File: config.mk
export PLATFORM = sky130hd
export DESIGN_NAME = ptw_walker
export DESIGN_NICKNAME = d
export VERILOG_FILES = /design/src/rtl/ptw_pkg.sv /design/src/rtl/ptw_addr_gen.sv /design/src/rtl/ptw_desc_check.sv /design/src/rtl/ptw_walker.sv
export SDC_FILE = /design/constraint.sdc
export NUM_CORES = 1
export LEC_CHECK = 0
export CORE_MARGIN = 2
export CORE_UTILIZATION = 40
export CTS_CLUSTER_DIAMETER = 80
export DETAILED_ROUTE_END_ITERATION = 8
export PLACE_DENSITY = 0.67
export SKIP_CTS_REPAIR_TIMING = 1
export SYNTH_ARGS = -nofsm -noshare
export SYNTH_HDL_FRONTEND = slang
export SYNTH_SLANG_ARGS = --single-unit
File: constraint.sdc
create_clock -name clk -period 9.5 [get_ports clk]
set_input_delay 1.9 -clock clk [delete_from_list [all_inputs] [get_ports clk]]
set_output_delay 1.9 -clock clk [all_outputs]
set_load 0.02 [all_outputs]
File: src/rtl/ptw_pkg.sv
package ptw_pkg;
  typedef enum logic [1:0] {DT_INV = 2'b00, DT_PAGE = 2'b01, DT_SHORT = 2'b10, DT_LONG = 2'b11} dtype_e;
  typedef enum logic [1:0] {FK_NONE = 2'b00, FK_TYPE = 2'b01, FK_WP = 2'b10, FK_SUPV = 2'b11} fkind_e;
  typedef enum logic [2:0] {S_IDLE, S_START, S_RD_AHI, S_RD_ALO, S_RD_B, S_RD_C, S_PLAN, S_WB} wstate_e;
  localparam int BIT_WP   = 2;
  localparam int BIT_USED = 3;
  localparam int BIT_MOD  = 4;
  localparam int BIT_SUPV = 8;
endpackage

File: src/rtl/ptw_addr_gen.sv
module ptw_addr_gen #(
  parameter int IA = 7,
  parameter int IB = 6,
  parameter int IC = 6
) (
  input  logic [31:0] va,
  input  logic [27:0] root_base,
  input  logic [27:0] a_base,
  input  logic [27:0] b_base,
  output logic [31:0] a_hi_addr,
  output logic [31:0] a_lo_addr,
  output logic [31:0] b_addr,
  output logic [31:0] c_addr
);
  localparam int OFF_W = 32 - IA - IB - IC;
  logic [IA-1:0] idx_a;
  logic [IB-1:0] idx_b;
  logic [IC-1:0] idx_c;
  logic [OFF_W-1:0] unused_off;

  assign idx_a = va[31 -: IA];
  assign idx_b = va[31-IA -: IB];
  assign idx_c = va[OFF_W +: IC];
  assign unused_off = va[OFF_W-1:0];

  assign a_hi_addr = {root_base, 4'b0000} + {{(29-IA){1'b0}}, idx_a, 3'b000};
  assign a_lo_addr = a_hi_addr + 32'd4;
  assign b_addr    = {a_base, 4'b0000} + {{(30-IB){1'b0}}, idx_b, 2'b00};
  assign c_addr    = {b_base, 4'b0000} + {{(30-IC){1'b0}}, idx_c, 2'b00};
endmodule

File: src/rtl/ptw_desc_check.sv
module ptw_desc_check
  import ptw_pkg::*;
(
  input  logic [1:0] dt,
  input  logic       wp,
  input  logic       supv,
  input  logic [1:0] level,
  input  logic       wr,
  input  logic       sup,
  output fkind_e     kind,
  output logic       is_page
);
  logic type_ok;
  logic is_long;

  always_comb begin
    case (level)
      2'd0:    type_ok = (dt == DT_LONG);
      2'd1:    type_ok = (dt == DT_PAGE) || (dt == DT_SHORT);
      2'd2:    type_ok = (dt == DT_SHORT);
      default: type_ok = (dt == DT_PAGE);
    endcase
  end

  assign is_long = (level == 2'd0) || (level == 2'd1);
  assign is_page = (dt == DT_PAGE);

  always_comb begin
    if (!type_ok)                 kind = FK_TYPE;
    else if (is_long && supv && !sup) kind = FK_SUPV;
    else if (wp && wr)            kind = FK_WP;
    else                          kind = FK_NONE;
  end
endmodule

File: src/rtl/ptw_walker.sv
module ptw_walker
  import ptw_pkg::*;
#(
  parameter int IA = 7,
  parameter int IB = 6,
  parameter int IC = 6
) (
  input  logic        clk,
  input  logic        rst,
  input  logic        req_valid,
  input  logic [31:0] req_vaddr,
  input  logic        req_write,
  input  logic        req_super,
  input  logic [31:0] root_hi,
  input  logic [31:0] root_lo,
  output logic        busy,
  output logic        done,
  output logic        fault,
  output logic [3:0]  fault_code,
  output logic [31:0] paddr,
  output logic        mem_req,
  output logic        mem_we,
  output logic [31:0] mem_addr,
  output logic [31:0] mem_wdata,
  input  logic [31:0] mem_rdata,
  input  logic        mem_ack
);
  localparam int OFF_W = 32 - IA - IB - IC;
  localparam int PN_W  = 32 - OFF_W;

  wstate_e     st;
  logic [31:0] va_r;
  logic        wr_r, sup_r, a_page_r;
  logic [31:0] a_hi_r, b_w_r, c_w_r;
  logic [27:0] a_lo_r;
  logic [2:0]  pend;

  // descriptor check, fed from the word for the current level
  logic [31:0] chk_attr;
  logic [1:0]  chk_level;
  fkind_e      chk_kind;
  logic        chk_page;

  always_comb begin
    case (st)
      S_START:  begin chk_attr = root_hi;   chk_level = 2'd0; end
      S_RD_ALO: begin chk_attr = a_hi_r;    chk_level = 2'd1; end
      S_RD_B:   begin chk_attr = mem_rdata; chk_level = 2'd2; end
      S_RD_C:   begin chk_attr = mem_rdata; chk_level = 2'd3; end
      default:  begin chk_attr = root_hi;   chk_level = 2'd0; end
    endcase
  end

  ptw_desc_check u_chk (
    .dt(chk_attr[1:0]), .wp(chk_attr[BIT_WP]), .supv(chk_attr[BIT_SUPV]),
    .level(chk_level), .wr(wr_r), .sup(sup_r), .kind(chk_kind), .is_page(chk_page)
  );

  // entry addresses; a base word arriving this cycle is used directly
  logic [27:0] a_base_src, b_base_src;
  logic [31:0] a_hi_addr, a_lo_addr, b_addr, c_addr;
  assign a_base_src = (st == S_RD_ALO) ? mem_rdata[31:4] : a_lo_r;
  assign b_base_src = (st == S_RD_B)   ? mem_rdata[31:4] : b_w_r[31:4];

  ptw_addr_gen #(.IA(IA), .IB(IB), .IC(IC)) u_agen (
    .va(va_r), .root_base(root_lo[31:4]), .a_base(a_base_src), .b_base(b_base_src),
    .a_hi_addr(a_hi_addr), .a_lo_addr(a_lo_addr), .b_addr(b_addr), .c_addr(c_addr)
  );

  // next write-back target, lowest level first
  logic [31:0] wb_addr, wb_data;
  logic [2:0]  wb_bit;
  always_comb begin
    wb_addr = a_hi_addr;
    wb_data = a_hi_r | (32'd1 << BIT_USED) | ((a_page_r && wr_r) ? (32'd1 << BIT_MOD) : 32'd0);
    wb_bit  = 3'b001;
    if (!pend[0] && pend[1]) begin
      wb_addr = b_addr;
      wb_data = b_w_r | (32'd1 << BIT_USED);
      wb_bit  = 3'b010;
    end else if (!pend[0] && !pend[1]) begin
      wb_addr = c_addr;
      wb_data = c_w_r | (32'd1 << BIT_USED) | (wr_r ? (32'd1 << BIT_MOD) : 32'd0);
      wb_bit  = 3'b100;
    end
  end

  logic unused_bits;
  assign unused_bits = ^{root_hi[31:9], root_hi[7:3], root_lo[3:0], chk_attr[31:9], chk_attr[7:3]};

  assign busy = (st != S_IDLE);

  always_ff @(posedge clk) begin
    if (rst) begin
      st <= S_IDLE; va_r <= '0; wr_r <= 1'b0; sup_r <= 1'b0; a_page_r <= 1'b0;
      a_hi_r <= '0; a_lo_r <= '0; b_w_r <= '0; c_w_r <= '0; pend <= '0;
      done <= 1'b0; fault <= 1'b0; fault_code <= '0; paddr <= '0;
      mem_req <= 1'b0; mem_we <= 1'b0; mem_addr <= '0; mem_wdata <= '0;
    end else begin
      done <= 1'b0;
      case (st)
        S_IDLE: if (req_valid) begin
          va_r <= req_vaddr; wr_r <= req_write; sup_r <= req_super;
          a_page_r <= 1'b0; pend <= '0;
          fault <= 1'b0; fault_code <= '0; paddr <= '0;
          st <= S_START;
        end
        S_START: if (chk_kind != FK_NONE) begin
          done <= 1'b1; fault <= 1'b1; fault_code <= {chk_kind, chk_level}; st <= S_IDLE;
        end else begin
          mem_req <= 1'b1; mem_we <= 1'b0; mem_addr <= a_hi_addr; st <= S_RD_AHI;
        end
        S_RD_AHI: if (mem_ack) begin
          a_hi_r <= mem_rdata; mem_addr <= a_lo_addr; st <= S_RD_ALO;
        end
        S_RD_ALO: if (mem_ack) begin
          a_lo_r <= mem_rdata[31:4];
          if (chk_kind != FK_NONE) begin
            mem_req <= 1'b0; done <= 1'b1; fault <= 1'b1;
            fault_code <= {chk_kind, chk_level}; st <= S_IDLE;
          end else if (chk_page) begin
            mem_req <= 1'b0; a_page_r <= 1'b1;
            paddr <= {mem_rdata[31 -: IA], va_r[31-IA:0]}; st <= S_PLAN;
          end else begin
            mem_addr <= b_addr; st <= S_RD_B;
          end
        end
        S_RD_B: if (mem_ack) begin
          b_w_r <= mem_rdata;
          if (chk_kind != FK_NONE) begin
            mem_req <= 1'b0; done <= 1'b1; fault <= 1'b1;
            fault_code <= {chk_kind, chk_level}; st <= S_IDLE;
          end else begin
            mem_addr <= c_addr; st <= S_RD_C;
          end
        end
        S_RD_C: if (mem_ack) begin
          c_w_r <= mem_rdata; mem_req <= 1'b0;
          if (chk_kind != FK_NONE) begin
            done <= 1'b1; fault <= 1'b1; fault_code <= {chk_kind, chk_level}; st <= S_IDLE;
          end else begin
            paddr <= {mem_rdata[31 -: PN_W], va_r[OFF_W-1:0]}; st <= S_PLAN;
          end
        end
        S_PLAN: begin
          pend[0] <= !a_hi_r[BIT_USED] || (a_page_r && wr_r && !a_hi_r[BIT_MOD]);
          pend[1] <= !a_page_r && !b_w_r[BIT_USED];
          pend[2] <= !a_page_r && (!c_w_r[BIT_USED] || (wr_r && !c_w_r[BIT_MOD]));
          st <= S_WB;
        end
        S_WB: begin
          if (mem_req && mem_ack) begin
            mem_req <= 1'b0; mem_we <= 1'b0; pend <= pend & ~wb_bit;
          end else if (!mem_req && pend != 3'b000) begin
            mem_req <= 1'b1; mem_we <= 1'b1; mem_addr <= wb_addr; mem_wdata <= wb_data;
          end else if (!mem_req) begin
            done <= 1'b1; st <= S_IDLE;
          end
        end
        default: st <= S_IDLE;
      endcase
    end
  end

  AST_PORT_HOLD: assert property (@(posedge clk) disable iff (rst)
    mem_req && !mem_ack |=> mem_req && $stable(mem_addr) && $stable(mem_we));
  AST_IDLE_QUIET: assert property (@(posedge clk) disable iff (rst)
    !busy |-> !mem_req);
  AST_WORD_ALIGN: assert property (@(posedge clk) disable iff (rst)
    mem_req |-> mem_addr[1:0] == 2'b00);
  AST_WB_USED: assert property (@(posedge clk) disable iff (rst)
    mem_req && mem_we |-> mem_wdata[BIT_USED]);
  AST_DONE_PULSE: assert property (@(posedge clk) disable iff (rst)
    done |=> !done);
  AST_FAULT_ZERO_PA: assert property (@(posedge clk) disable iff (rst)
    done && fault |-> paddr == 32'd0 && fault_code[3:2] != 2'b00);
  AST_OK_CODE: assert property (@(posedge clk) disable iff (rst)
    done && !fault |-> fault_code == 4'd0);
endmodule

Yosys cells after proc, flatten, opt, wreduce, memory -nomap -nowiden
Cells that the tools add are included.

word-level totals
  register bits after elaboration = 269
  output and inout bits = 105

operators by class
  add/sub/neg operators = 4
  equality and inequality tests = 32
  mux-type cells = 80
  bitwise operators = 5
  reduce and logical (&&, ||, !) cells = 54

operators with widths
  kind                   count
  $mux 32                19
  $pmux 32 s5            1
  $pmux 32 s3            1
  $add 32x8->32          2
  $or 32x5->32           2
  $mux 28                2
  $mux 3                 15
  $add 32x10->32         1
  $add 32x3->32 const B  1
  $ne 2x2->1 const B     16
  $pmux 3 s8             1
  $mux 1                 21
  $pmux 9 s2             1
  $reduce_and 8->1       2
  $reduce_bool 3->1      5
  $eq 3x3->1 const B     4
  $logic_and 1x1->1      12
  $mux 4                 3
  $pmux 4 s3             1
  $reduce_and 3->1       4
  $logic_not 1->1        10
  $mux 2                 5
  $mux 5                 2
  $reduce_and 10->1      1
  25 further kinds       43

Longest topological paths before layout
  word-level depth = 12
  gate-level depth with buffers = 19
  depth with buffers taken out = 13

By module
Synthesis repeated with hierarchy kept, for this count alone.

second synthesis, totals
  cell total of the unflattened synthesis = 1858
  area, all modules = 14168.6 um^2

modules (own cells, without submodules)
  module          times used  cells each  area an instance (um^2)
  ptw_walker      1           1546        11910.2
  ptw_addr_gen    1           301         2163.3
  ptw_desc_check  1           11          95.1

Worst setup path before layout
Ideal clock, no wire load.

  kind = input -> register
  from = input mem_rdata[4]
  to = register mem_addr[24]
  library setup time = 0.136 ns
  arrival = 4.297 ns
  path slack = 5.067 ns
  stages = 12
  path buffers = 0
  cell sequence = nand2_1 > nand2_1 > ha_1 > inv_1 > fa_1 > nand2b_1 > a21o_1 > nor4_2 > o21ai_0 > xnor2_1 > a222oi_1 > a211oi_1

between the ends
  cells in the longest elaborated chain, start to end = 7
  elaborated cells between the ends (all ways) = 14
  those cells by class = add/sub (2); mux (12)

RTL lines
  element               line                source
  from (decl)           ptw_walker.sv:25    input logic [31:0] mem_rdata,
  $mux 28               ptw_walker.sv:63    assign b_base_src = (st == S_RD_B) ? mem_rdata[31:4] : b_w_r[31:4];
  $add 32x8->32         ptw_addr_gen.sv:29  assign c_addr = {b_base, 4'b0000} + {{(30-IC){1'b0}}, idx_c, 2'b00};
  $mux 32               ptw_walker.sv:81    end else if (!pend[0] && !pend[1]) begin
  $mux 32               ptw_walker.sv:77    if (!pend[0] && pend[1]) begin
  $mux 32               ptw_walker.sv:154   end else if (!mem_req && pend != 3'b000) begin
  $mux 32               ptw_walker.sv:152   if (mem_req && mem_ack) begin
  $pmux 32 s5 *         ptw_walker.sv:101   case (st)
  to (signal assigned)  ptw_walker.sv:98    mem_req <= 1'b0; mem_we <= 1'b0; mem_addr <= '0; mem_wdata <= '0;
  to (signal assigned)  ptw_walker.sv:111   mem_req <= 1'b1; mem_we <= 1'b0; mem_addr <= a_hi_addr; st <= S_RD_AHI;
  to (signal assigned)  ptw_walker.sv:155   mem_req <= 1'b1; mem_we <= 1'b1; mem_addr <= wb_addr; mem_wdata <= wb_data;
  to (decl)             ptw_walker.sv:23    output logic [31:0] mem_addr,

Mark *: on every way between the ends. The rest lies on a longest branch, timed or not. The select of a mux whose other input is x is not followed.
A chain may end at the register's enable or synchronous reset.

Worst setup path in the final report
Ends and elaborated chain as after synthesis.

==> results.yml <==
setup_path:
  cp_max_fo: 9
  critPathArrivalTime_ps: 5520
  end_kind: "flip-flop"
  worstPathRequired_ps: 9900
  criticalPathCategory: "primary input to flip-flop"
  critPathLaunchType: "primary input"
global_routing:
  grtUsageTotal_pct: 24.98
  grt_pass1_wl_um: 77320
  grt_max_degree: 101
  antenna_found_initial: 4
  grt_pass1_vias: 13990
  overflow: 0
timing:
  tightest_slew_ps: 1278
  timing.fmax_mhz: 195.4
  hold_slack_ps: 448.1
  worst_slack_ps: 4382
  finalCritPeriodShare_pct: 53.87
  min_period_ps: 5118
  setup_viol: 0
  slew_viol_final: 0
  rsz0062_at_grt: "false"
  skew_ps: 14.77
  fin_tns_setup_ps: 0
  hold_viol: 0
  maxSlewHeadroom_pct: 14.60
clock_tree:
  cts.sinks: 267
  cts_root_buffer: "clkbuf_16"
  clk_path_buf_depth: 3
  cts_tree: "built"
  clk_pin_slew_worst_paths_ps: 60
  h-tree-depth: 1
  worstSkewPairLatency_ps: 570
  cts-buffers-inserted: 30
yosys:
  synth_enable_flop_cells: 0
  ys_seq_area_share_pct: 36.11
  synth_area_per_cell_sq_um: 7.484
  muxShareOfSynthArea_pct: 3.482
  yosys-top-cells-area: "dfxtp_1 (36%), nand2_1 (11%), a21oi_1 (8.8%)"
  synth_ff_type: "dfxtp_1"
  synth-compound-area-share_pct: 22.40
  synth-xor-area-share_pct: 6.389
  synth_top_family_by_area: "simple AND/OR/NAND/NOR gates"
  synth_top_area_cell: "dfxtp_1"
  synthesis.area_sq_um: 14800
  synth_cell_types: 80
  ys_async_sr_fraction_pct: 0
  synth-seq-cells: 267
  syn_inst: 1978
  ys_warn_count: 0
  synth_fa_ha_area_share_pct: 1.842
  yosysTopAreaCellShare_pct: 36.11
  synth-simple-area-share_pct: 24.05
drt:
  drt_pass1_iterations: 7
  wl_per_cell_um: 19.42
  drc: 0
  postRouteAntennaNets: 0
  routed_wl_um: 49800
  vias_per_cell: 5.736
  drt-initial-drc-count: 1213
  via_count: 14710
layout:
  mostFrequentLayoutCell: "nand2_1"
  fill_cells: 3579
  layout_common_cells: "nand2_1 (415), dfxtp_1 (265), a21oi_1 (258)"
  drive_above_1_share_pct: 5.351
  fin_nets: 2223
  stdcell_area_sq_um: 18060
  synthToLayoutAreaGrowth_pct: 22.00
worst_hold_path:
  hold_class: "flip-flop to flip-flop"
floorplan:
  die_area_sq_um: 38570
  fp.coreArea_sq_um: 36520
  dieHeight_um: 196.4
  num_io_pins: 239
  num_rows: 70
  die_x_um: 196.4
  start_util_pct: 40.53
place:
  placed_area_sq_um: 16910
  io_buffers: 204
  hpwlAfterDp_um: 34300
  gp_congestion: 0.9058
  dpl_worst_slack_ps: 3882
run:
  cap_viol_max_count: 0
power_and_ir_drop:
  p_total_mw: 2.852
  power_density_nw_per_um2: 157.9
  p_leak_nw: 6.019
  peakVddDrop_uv: 159.3
run_status:
  status: "complete, no violations"
[synthesized netlist by cell type, types with 4 or more instances]
cell	number
a21oi_1	259
ha_1	17
a311oi_1	13
buf_1	15
a221oi_1	23
a21o_1	8
nor2_1	176
buf_4	14
nand3_1	65
nand4_1	23
clkbuf_1	118
a22oi_1	21
o21a_1	9
a211oi_1	44
xor2_1	39
a211oi_2	4
nor4_1	5
xnor2_1	69
dfxtp_1	267
a31o_2	4
and3_1	16
o21ai_0	57
and2_1	8
nand2b_1	32
nand2_1	415
nor2b_1	6
buf_2	21
o22ai_1	19
inv_1	26
a222oi_1	5
a31oi_1	9
nand4b_1	4
nand3b_1	4
o211ai_1	10
nor3_1	18
mux2i_1	47
and4_1	17
[layout make-up]
class | instances | area, sq um | share of cell area [%]
multi-input combinational | 1514 | 8645 | 47.86
sequential | 267 | 5348 | 29.61
timing repair buffer | 229 | 2231 | 12.35
clock buffer | 41 | 873.3 | 4.835
tap | 468 | 585.6 | 3.242
clock inverter | 15 | 267.8 | 1.483
inverter | 27 | 101.3 | 0.5611
antenna | 4 | 10.01 | 0.05542
[worst max-delay path: stages]
cell and delay (ps):
clkdlybuf4s50_1 610, nand2_1 80, nand2_1 80, ha_1 200
inv_1 70, fa_1 420, nand2b_1 180, a21o_1 270
nor4_2 800, o21ai_0 260, xnor2_1 170, a222oi_1 340
a211oi_1 130
[power breakdown]
part / internal (mW) / total, mW / switching (mW)
clock: 0.833 / 1.32 / 0.490
sequential: 1.15 / 1.18 / 0.0264
combinational: 0.142 / 0.348 / 0.206
total: 2.13 / 2.85 / 0.723
[per-stage QoR]
stage               utilization, %  instances
floorplan                        -       1979
global placement             46.30       2505
detailed placement           46.30       2505
CTS                          49.42       2561
global route                 49.43       2562
finish                       49.45       2565
[worst paths after layout]
kind	startpoint	endpoint	slack (ps)	cells past startpoint
max reg2reg	st[2]	mem_addr[24]	4710	15
min	mem_wdata[3]	mem_wdata[3]	450	2
min reg2reg	mem_wdata[3]	mem_wdata[3]	450	2
max	mem_rdata[4]	mem_addr[24]	4380	13
[cell families (layout without fill, tap and decap cells)]
logic type | count (synthesis) | count (layout)
adder cells (fa/ha/maj) | 20 | 20
other | 1 | 6
AO/OA/AOI/OAI | 528 | 528
multiplexers | 50 | 50
XOR/XNOR | 108 | 108
buffers and inverters | 198 | 312
flip-flops | 267 | 267
AND/OR/NAND/NOR | 806 | 806
[per-layer routing]
layer | wire [um] | GRT usage [%]
met1 | 21100 | 32.07
met2 | 23710 | 42.55
met3 | 3358 | 4.227
met4 | 1624 | 8.277
met5 | 16 | 0
[sequential cells by signal (all words and copies together) (netlist names), 28 cells and up]
signal,cells
b_w_r,32
paddr,32
a_lo_r,28
a_hi_r,32
c_w_r,32
mem_addr,30
mem_wdata,32
va_r,32
No activity file was read; power rests on OpenSTA's default activity.
